[config.mk]
export PLATFORM = sky130hd
export DESIGN_NAME = bus_wait_gen
export DESIGN_NICKNAME = d
export VERILOG_FILES = /design/src/rtl/bus_wait_gen.sv
export SDC_FILE = /design/constraint.sdc
export NUM_CORES = 1
export LEC_CHECK = 0
export BUFFER_PORTS_ARGS = -buffer_cell sky130_fd_sc_hd__buf_4
export CAP_MARGIN = 20
export CORE_AREA = 2 2 39 41
export DETAILED_ROUTE_END_ITERATION = 6
export DIE_AREA = 0 0 41 43
export PLACE_DENSITY = 0.69
export SLEW_MARGIN = 15
export SYNTH_ARGS = -nofsm -noshare
export SYNTH_HDL_FRONTEND = slang
export SYNTH_SLANG_ARGS = --single-unit
[constraint.sdc]
create_clock -name clk -period 1.37 [get_ports clk]
set_input_delay 0.274 -clock clk [delete_from_list [all_inputs] [get_ports clk]]
set_output_delay 0.274 -clock clk [all_outputs]
set_load 0.02 [all_outputs]
[src/rtl/bus_wait_gen.sv]
module bus_wait_gen #(
  parameter int CNT_W     = 4,
  parameter int MAX_WAITS = 8
) (
  input  logic             clk,
  input  logic             rst_n,
  input  logic             cyc_start,
  input  logic             rom_sel,
  input  logic             mreq,
  input  logic             m1,
  input  logic             inta,
  input  logic             iorq,
  input  logic [CNT_W-1:0] rom_waits,
  input  logic [CNT_W-1:0] mem_waits,
  input  logic [CNT_W-1:0] io_waits,
  input  logic [1:0]       mem_class,
  output logic             ready
);
  localparam logic [CNT_W-1:0] CAP = CNT_W'(MAX_WAITS);

  logic                 hit_mem;
  logic [CNT_W-1:0]     pick, n;
  logic [MAX_WAITS-1:0] load_v, chain;

  always_comb begin
    case (mem_class)
      2'd0:    hit_mem = inta;
      2'd1:    hit_mem = mreq & m1;
      default: hit_mem = mreq;
    endcase
  end

  assign pick = rom_sel            ? rom_waits :
                hit_mem            ? mem_waits :
                (iorq & ~inta)     ? io_waits  : '0;
  assign n    = (pick > CAP) ? CAP : pick;

  for (genvar i = 0; i < MAX_WAITS; i++) begin : g_therm
    localparam logic [CNT_W-1:0] IDX = CNT_W'(i);
    assign load_v[i] = (n > IDX);
  end

  always_ff @(posedge clk or negedge rst_n) begin
    if (!rst_n)         chain <= '0;
    else if (cyc_start) chain <= load_v;
    else                chain <= {1'b0, chain[MAX_WAITS-1:1]};
  end

  assign ready = ~chain[0];
endmodule

; ---- Word level (Yosys, flattened, before mapping)
; Index checks and enable logic that the tools add are counted.
[totals]
output_inout_bits = 1
elab_cells = 22
register_bits = 8
[op_classes]
eq_ne = 1
magnitude_cmp = 9
n_bitwise = 4
n_reduce_logical = 1
muxes = 6
[op_table]
columns = cell, count
row1 = $gt 4x3->1 const B, 4
row2 = $mux 4, 4
row3 = $gt 4x1->1 const B, 2
row4 = $gt 4x2->1 const B, 2
row5 = $mux 8, 1
row6 = $gt 4x4->1 const B, 1
row7 = $and 1x1->1, 2
row8 = $eq 2x1->1 const B, 1
row9 = $logic_not 2->1, 1
row10 = $not 1->1, 2
row11 = $pmux 1 s2, 1

; ---- Logic depth before layout (Yosys ltp)
; Gate-level depths: netlist of the first run.
[logic_depth]
depth_word = 9
ltp_mapped = 6
mapped_depth_nobuf = 5

; ---- Worst setup path before layout of the first run
; No wires, ideal clock.
[synth_path]
path_type = input-to-reg
from = input rom_sel
to = register chain[0]
arrival_time_ns = 1.255
stages = 6
setup_time_ns = 0.141
slack_ns = -0.026
n_path_buf = 1
path_cell_list = buf_6 -> nor3b_1 -> o21a_1 -> a221o_1 -> a211oi_2 -> a31oi_1
[synth_between]
elab_chain_len = 5
[synth_lines]
columns = element, line
row1 = start: declaration, 8  ; input logic rom_sel,
row2 = $mux 4 *, 33  ; assign pick = rom_sel ? rom_waits :
row3 = $gt 4x4->1, 36  ; assign n = (pick > CAP) ? CAP : pick;
row4 = $mux 4 *, 36
row5 = $gt 4x1->1 *, 40  ; assign load_v[i] = (n > IDX);
row6 = $mux 8 *, 45  ; else if (cyc_start) chain <= load_v;
row7 = end signal: assignment, 45
row8 = end signal: assignment, 46  ; else chain <= {1'b0, chain[MAX_WAITS-1:1]};
row9 = end: declaration, 23  ; logic [MAX_WAITS-1:0] load_v, chain;
; Every way passes the cells marked *; elsewhere a longest branch is shown, timed or not.

; ---- Worst setup path after layout of the first run
[layout_path]
from = input mem_class[0]
to = register chain[2]
[layout_between]
elab_chain_len = 8
word_cells_on_any_way = 9
cone_classes = order compare: 2 / eq/ne: 1 / mux: 5 / reduce/logical: 1
[layout_lines]
columns = element, line
row1 = start: declaration, 16  ; input logic [1:0] mem_class,
row2 = $eq 2x1->1 or $logic_not 2->1 (tied branches), 26  ; case (mem_class)
row3 = $pmux 1 s2 *, 26
row4 = $mux 4 *, 34  ; hit_mem ? mem_waits :
row5 = $mux 4 *, 33
row6 = $gt 4x4->1, 36
row7 = $mux 4 *, 36
row8 = $gt 4x2->1 *, 40
row9 = $mux 8 *, 45
; Marks and branches as above.

==> metrics.md, run 1 <==
| Metric | Value |
|---|---|
| Final net count | 104 |
| CTS tree | done |
| Clk buf depth | 2 |
| Max frequency | 746.0 MHz |
| Prevailing post-synth register cell | dfrtp_1 |
| Class of the worst hold path | input pin to flop |
| Final Non-Filler Cells | 96 |
| Die Height | 43 µm |
| CP max FO | 4 |
| Warnings from Yosys | 0 |
| Register area | 200.2 µm² |
| First-pass GRT wire length | 1787 µm |
| Total grt overflow | 0 |
| # IOs | 23 |
| WP data required | 1.49 ns |
| Final wirelength | 1078 µm |
| Synth Instances | 52 |
| FF+latch count, synth | 8 |
| Area of the multi-input gates | 274.0 µm² |
| Area growth, synth to finish | 50.26% |
| Type of origin of the critical path | input pin |
| Core area | 1384 µm² |
| Vias per cell | 5.240 |
| Buf+Inv Stages, Crit Path | 1 |
| Global Route met2 Usage | 23.13% |
| DR iter-0 viols | 7 |
| Die width | 41 µm |
| Number of global-route vias before repair | 468 |
| Syn_nets | 74 |
| Final hold vios | 0 |
| Synth Area in Simple Gates | 22.05% |
| Clock Skew | 0.0001410 ns |
| Post-layout util | 52.98% |
| Syn avg cell area | 9.384 µm² |
| Root Buffer Master | clkbuf_4 |
| Cts bufs inserted | 3 |
| Total Routing Usage GR | 15.32% |
| Vias | 503 |
| PD cells | 855.6 nW/µm² |
| Largest registers | chain x8 |
| Crit-path cells | buf_4, a21oi_4, o21a_1, a221o_1, a211oi_2, a31oi_1 |
| Gpl congestion | 0.7321 |
| M3 GR Usage | 1.571% |
| RSZ-0062 raised after global routing | true |
| Count of cell types in the netlist | 24 |
| Largest register FFs | 8 |
| Initial antenna violation count | 0 |
| Synth top cells by count | 8 x dfrtp_1, 8 x nor2_1, 6 x a31oi_1 |
| Fillers | 135 |
| Max-cap viol count | 0 |
| Total clock sinks | 8 |
| Top reg by flops | chain |
| Top delay family on crit path | compound AO/OA/AOI/OAI gates |
| Slew margin rel. | 80.46% |
| Cells after DPL | 92 |
| Final Worst Setup Slack | 0.02943 ns |
| CP max stage cell | a221o_1 |
| Synth top area share | 41.03% |
| Pre-CTS WS | -0.2464 ns |
| Critical path type | input pin to flop |
| Worst skew pair latency | 0.26 ns |
| Sequential area share after synthesis | 41.03% |
| Largest family of logic cells by synthesized area | compound AO/OA/AOI/OAI gates |
| Worst slew pin tran | 0.2926 ns |
| Dpl hpwl | 926.2 µm |
| Number of flops mapped to enable cells by yosys | 0 |
| Share of cells above drive strength 1 | 43.75% |
| GRT busiest layer | met2 |
| Ant. Diodes | 0 |
| Port Buffers | 22 |
| Area share of fa/ha/maj cells after synthesis | 0% |
| Met1 usage | 17.59% |
| Post-synth design cell area | 488.0 µm² |
| Crit. End Element | flop |
| Starting Density | 35.26% |
| WL/cell | 11.23 µm |
| Setup Viol. Count Final | 0 |
| Status | finished clean |
| Worst hold margin | 0.2950 ns |
| Slowest Stage Delay on Critical Path | 0.38 ns |
| Crit path time final | 1.341 ns |
| Crit path arrival time | 1.46 ns |
| Mux cell area share after synthesis | 0% |
| # DRC | 0 |
| Yosys top cell by area | dfrtp_1 |
| Row count | 14 |
| VDD IR-drop max | 0.0002530 V |
| Final period utilization | 97.85% |
| Post-synthesis compound-gate area fraction | 31.54% |
| Antenna-violating nets left | 0 |
| Pin count of the biggest net entering global routing | 16 |
| Final Max Slew Viols | 0 |
| Post-synth ARST share | 100.0% |
| Drt first pass iters | 4 |
| Static Leak | 0.3292 nW |
| Synth Area in XOR/XNOR | 0% |
| Die area | 1763 µm² |
| Clk pin slew, worst setup/hold paths | 0.05 ns |
| Synth top area cells | dfrtp_1 41%, a31oi_1 7.7%, nor2_1 6.2%, a221o_1 4.1%, o22ai_4 4.1% |
| Level count of the clock H-tree | 1 |
==> kinds of logic after synthesis <==
| logic type | count (synthesis) |
|---|---|
| buf+inv | 5 |
| flops | 8 |
| compound gates | 19 |
| simple gates | 20 |
==> cell usage in the layout, fill, tap and decap left out, drive strengths merged, types with 2 or more instances in the layout <==
master,n
buf,26
nor2,8
dfrtp,8
a31oi,6
nand2b,3
inv,3
clkbuf,3
o22ai,3
a221o,3
a21oi,3
nand3b,2
nand2,2
==> metrics by stage <==
stage | setup TNS [ns] | cell area, µm² | power, mW
floorplan | -0.06109 | 499.2 | 0.3663
global placement | -1.305 | 695.7 | 0.4466
detailed placement | -1.552 | 695.7 | 0.4498
CTS | 0 | 728.2 | 0.6383
global route | -0.04921 | 733.2 | 0.6675
finish | 0 | 733.2 | 0.6274
==> final timing paths <==
check                                endpoint               start  slack [ns]  cells after the start
setup / recovery           chain[2]$_DFF_PN0_        mem_class[0]        0.03                      6
hold / removal             chain[3]$_DFF_PN0_           cyc_start        0.30                      2
setup reg to reg           chain[2]$_DFF_PN0_  chain[3]$_DFF_PN0_        0.73                      2
hold reg to reg            chain[3]$_DFF_PN0_  chain[4]$_DFF_PN0_        0.51                      2
max in group asynchronous  chain[0]$_DFF_PN0_               rst_n        0.88                      2
min in group asynchronous  chain[4]$_DFF_PN0_               rst_n        0.37                      2
==> routing by layer <==
layer	share of wire (%)	vias to the layer above
met4	3.3	0
li1	-	249
met1	41	225
met5	0	-
met2	49	24
met3	7.2	5
==> cell type report <==
cell class	instances	area share, %
Inverter	3	1.536
Sequential cell	8	27.30
Clock buffer	3	3.072
Timing Repair Buffer	27	27.99
Multi-Input combinational cell	39	37.37
Tap cell	16	2.730
==> power by group <==
group	switching (mW)	internal (mW)
sequential	0.00859	0.264
combinational	0.0791	0.0954
clock	0.0800	0.100
==> what timing repair did <==
| action | 4_1_cts | 5_1_grt |
|---|---|---|
| gates resized for setup | 0 | 1 |
| endpoints found under the hold margin | 8 | 0 |
| endpoints found under the setup margin | 0 | 4 |
| hold buffers | 1 | 0 |
| buffers inserted | 0 | 0 |
No activity file was read; power rests on OpenSTA's default activity.
==> run 2: changes to the inputs <==
--- a/config.mk
+++ b/config.mk
@@ -5,11 +5,13 @@
 export SDC_FILE = /design/constraint.sdc
 export NUM_CORES = 1
 export LEC_CHECK = 0
+export ABC_CLOCK_PERIOD_IN_PS = 1600
 export BUFFER_PORTS_ARGS = -buffer_cell sky130_fd_sc_hd__buf_4
 export CAP_MARGIN = 20
 export CORE_AREA = 2 2 39 41
 export DETAILED_ROUTE_END_ITERATION = 6
 export DIE_AREA = 0 0 41 43
+export GPL_TIMING_DRIVEN = 0
 export PLACE_DENSITY = 0.69
 export SLEW_MARGIN = 15
 export SYNTH_ARGS = -nofsm -noshare
==> constraint.sdc (replaced) <==
create_clock -name clk -period 1.6 [get_ports clk]
set_input_delay 0.32 -clock clk [delete_from_list [all_inputs] [get_ports clk]]
set_output_delay 0.32 -clock clk [all_outputs]
set_load 0.02 [all_outputs]
==> run 2 against run 1 <==
Compared with the run above: count of clock-buffer cells in the layout stayed put; hold slack improved by 0.090 ns; flip-flop and latch count is the same; register-to-register slack gained 0.23 ns; utilization down 2.0 points; routed wire length shrank 3.5%; cell count fell by 2.1%; critical path depth unchanged; sequential power down 15%; setup slack better by 0.095 ns; sequential share of layout area increased by 1.1 points; cell area shrank 3.8%; largest cell class unchanged; highest routed layer unchanged.
==> metrics.md, run 2 (synthesis gave the netlist of run 1 again) <==
| Metric | Value |
|---|---|
| Core area | 1384 µm² (unchanged) |
| Crit path time final | 1.475 ns |
| Gpl congestion | 0.6822 (-6.8%) |
| Dpl hpwl | 890.7 µm (-3.8%) |
| Final hold vios | 0 (unchanged) |
| Die width | 41 µm (unchanged) |
| Root Buffer Master | clkbuf_4 |
| Total grt overflow | 0 (unchanged) |
| Post-CTS Hold Fix Bufs | 1 (unchanged) |
| Final wirelength | 1040 µm (-3.5%) |
| Placed instance area | 673.1 µm² (-3.2%) |
| Combinational share of power | 27.4% (-0.4 points) |
| Clk buf depth | 2 (unchanged) |
| Worst Hold End | chain[6]$_DFF_PN0_ |
| Status | finished clean |
| Pin count of the biggest net entering global routing | 11 (-5) |
| Clock network fraction of total power | 28.1% (-0.6 points) |
| CTS tree | done |
| Crit. End Element | flop |
| Reg-to-reg critical path endpoint | chain[4]$_DFF_PN0_ |
| Postcts setup bufs | 0 (unchanged) |
| Setup TNS | 0 ns (unchanged) |
| Share of cells above drive strength 1 | 39.74% (-4.0 points) |
| M3 GR Usage | 2.094% (+0.52 points) |
| DR iter-0 viols | 5 (-2) |
| Post-layout util | 50.99% (-2.0 points) |
| Area growth, synth to finish | 44.62% |
| Worst hold margin | 0.3854 ns (+0.09036 ns) |
| Setup Viol. Count Final | 0 (unchanged) |
| NetSw | 0.1340 mW (-20%) |
| Row count | 14 (unchanged) |
| Final period utilization | 92.22% |
| Slew margin rel. | 76.86% (-3.6 points) |
| Top reg by flops | chain |
| Max frequency | 677.8 MHz |
| FF-to-FF setup slack | 0.96 ns (+0.23 ns) |
| Met1 usage | 16.67% (-0.92 points) |
| Cell Int Power | 0.3885 mW (-15%) |
| WL/cell | 11.06 µm (-1.5%) |
| Vias | 479 (-4.8%) |
| Critical path type | input pin to flop |
| RSZ-0062 raised after global routing | false |
| WHS Path Cells | 3 (+1) |
| WP data required | 1.71 ns (+0.22 ns) |
| Sw frac | 25.65% (-1.1 points) |
| Largest registers | chain x8 |
| Final Max Slew Viols | 0 (unchanged) |
| Global Route met2 Usage | 24.38% (+1.2 points) |
| Worst slew pin tran | 0.3471 ns (+0.05452 ns) |
| Ant. Diodes | 0 (unchanged) |
| Vias per cell | 5.096 (-2.7%) |
| Fillers | 140 (+3.7%) |
| Clock Skew | 0.001025 ns (+0.0008842 ns) |
| Initial antenna violation count | 0 (unchanged) |
| Total clock sinks | 8 (unchanged) |
| Commonest cells after routing, fill and taps aside | 22 x buf_4, 8 x nor2_1, 8 x dfrtp_1 |
| Type of origin of the critical path | input pin |
| Max-cap viol count | 0 (unchanged) |
| Total Routing Usage GR | 14.93% (-0.39 points) |
| Largest register FFs | 8 (unchanged) |
| Post-route cell area | 705.7 µm² (-3.8%) |
| Die Height | 43 µm (unchanged) |
| Class of the worst hold path | input pin to flop |
| Number of global-route vias before repair | 504 (+7.7%) |
| Reg-to-Reg Start | chain[5]$_DFF_PN0_ |
| Port Buffers | 22 (unchanged) |
| Static Leak | 0.3131 nW (-4.9%) |
| CP max FO | 4 (unchanged) |
| Sequential power share | 44.5% (+1.0 points) |
| First-pass GRT wire length | 1821 µm (+1.9%) |
| Antenna-violating nets left | 0 (unchanged) |
| Resize count post-CTS | 0 (unchanged) |
| Starting Density | 35.26% (unchanged) |
| Clk pin slew, worst setup/hold paths | 0.05 ns (about the same) |
| Cells on worst reg2reg path | 2 (unchanged) |
| PD cells | 740.6 nW/µm² (-13%) |
| Commonest non-fill, non-tap cell in the layout | buf_4 |
| Cts bufs inserted | 3 (unchanged) |
| Hold path startpoint | cyc_start |
| Final net count | 102 (-1.9%) |
| Level count of the clock H-tree | 1 (unchanged) |
| Die area | 1763 µm² (unchanged) |
| Crit path arrival time | 1.58 ns (+0.12 ns) |
| # IOs | 23 (unchanged) |
| VDD IR-drop max | 0.0002843 V (+12%) |
| # DRC | 0 (unchanged) |
| GRT busiest layer | met2 |
| Worst skew pair latency | 0.25 ns (about the same) |
| Drt first pass iters | 3 (-1) |
==> run 2: cell types whose count changed in the layout (fill, tap and decap cells not counted), sizes merged <==
cell / delta
buf: -3
clkbuf: +1
==> run 2: through the flow <==
step                instances  setup WS (ns)  power, mW
finish                     94         0.1245     0.5226
global route               94        0.03779     0.5572
CTS                        94         0.1275     0.5286
detailed placement         90        -0.1255     0.3783
global placement           90        -0.1234     0.3760
floorplan                  52         0.1579     0.3117
==> run 2: metal layers <==
metal / share of wire [%] / vias up
li1: - / 246
met1: 41 / 204
met2: 49 / 25
met3: 7.8 / 4
met4: 2.2 / 0
met5: 0 / -
==> run 2: area by class of cell <==
class / instances / area, µm² / share of cell area (%)
plain buffers: 2 / 15.01 / 2.128
multi-input cells: 39 / 261.5 / 37.06
flip-flops and latches: 8 / 200.2 / 28.37
inverters: 3 / 11.26 / 1.596
repair buffers: 23 / 175.2 / 24.82
well taps: 16 / 20.02 / 2.837
clock buffers: 3 / 22.52 / 3.191
==> run 2: worst max-delay path, cell delays in order <==
cell	delay, ns
buf_4	0.11
a21oi_2	0.27
o22ai_1	0.11
a221o_1	0.33
a211oi_2	0.30
a31oi_1	0.14
==> run 2: power groups by stage <==
stage	clock, mW	combinational [mW]	sequential (mW)
after CTS	0.151	0.145	0.233
final	0.147	0.143	0.232
after detailed placement	0	0.142	0.236
after global routing	0.163	0.160	0.234
after floorplan	0	0.0778	0.234
after global placement	0	0.141	0.235
==> run 2: worst max path at each step <==
| stage | start | endpoint | slack [ns] | depth (start not counted) |
|---|---|---|---|---|
| after global routing | mem_class[0] | chain[2]$_DFF_PN0_ | 0.04 | 6 |
| after floorplan | rom_sel | chain[0]$_DFF_PN0_ | 0.16 | 6 |
| after global placement | mem_class[0] | chain[0]$_DFF_PN0_ | -0.12 | 6 |
| after CTS | mem_class[0] | chain[0]$_DFF_PN0_ | 0.13 | 6 |
| final | mem_class[0] | chain[0]$_DFF_PN0_ | 0.12 | 6 |
| after detailed placement | mem_class[0] | chain[0]$_DFF_PN0_ | -0.13 | 6 |
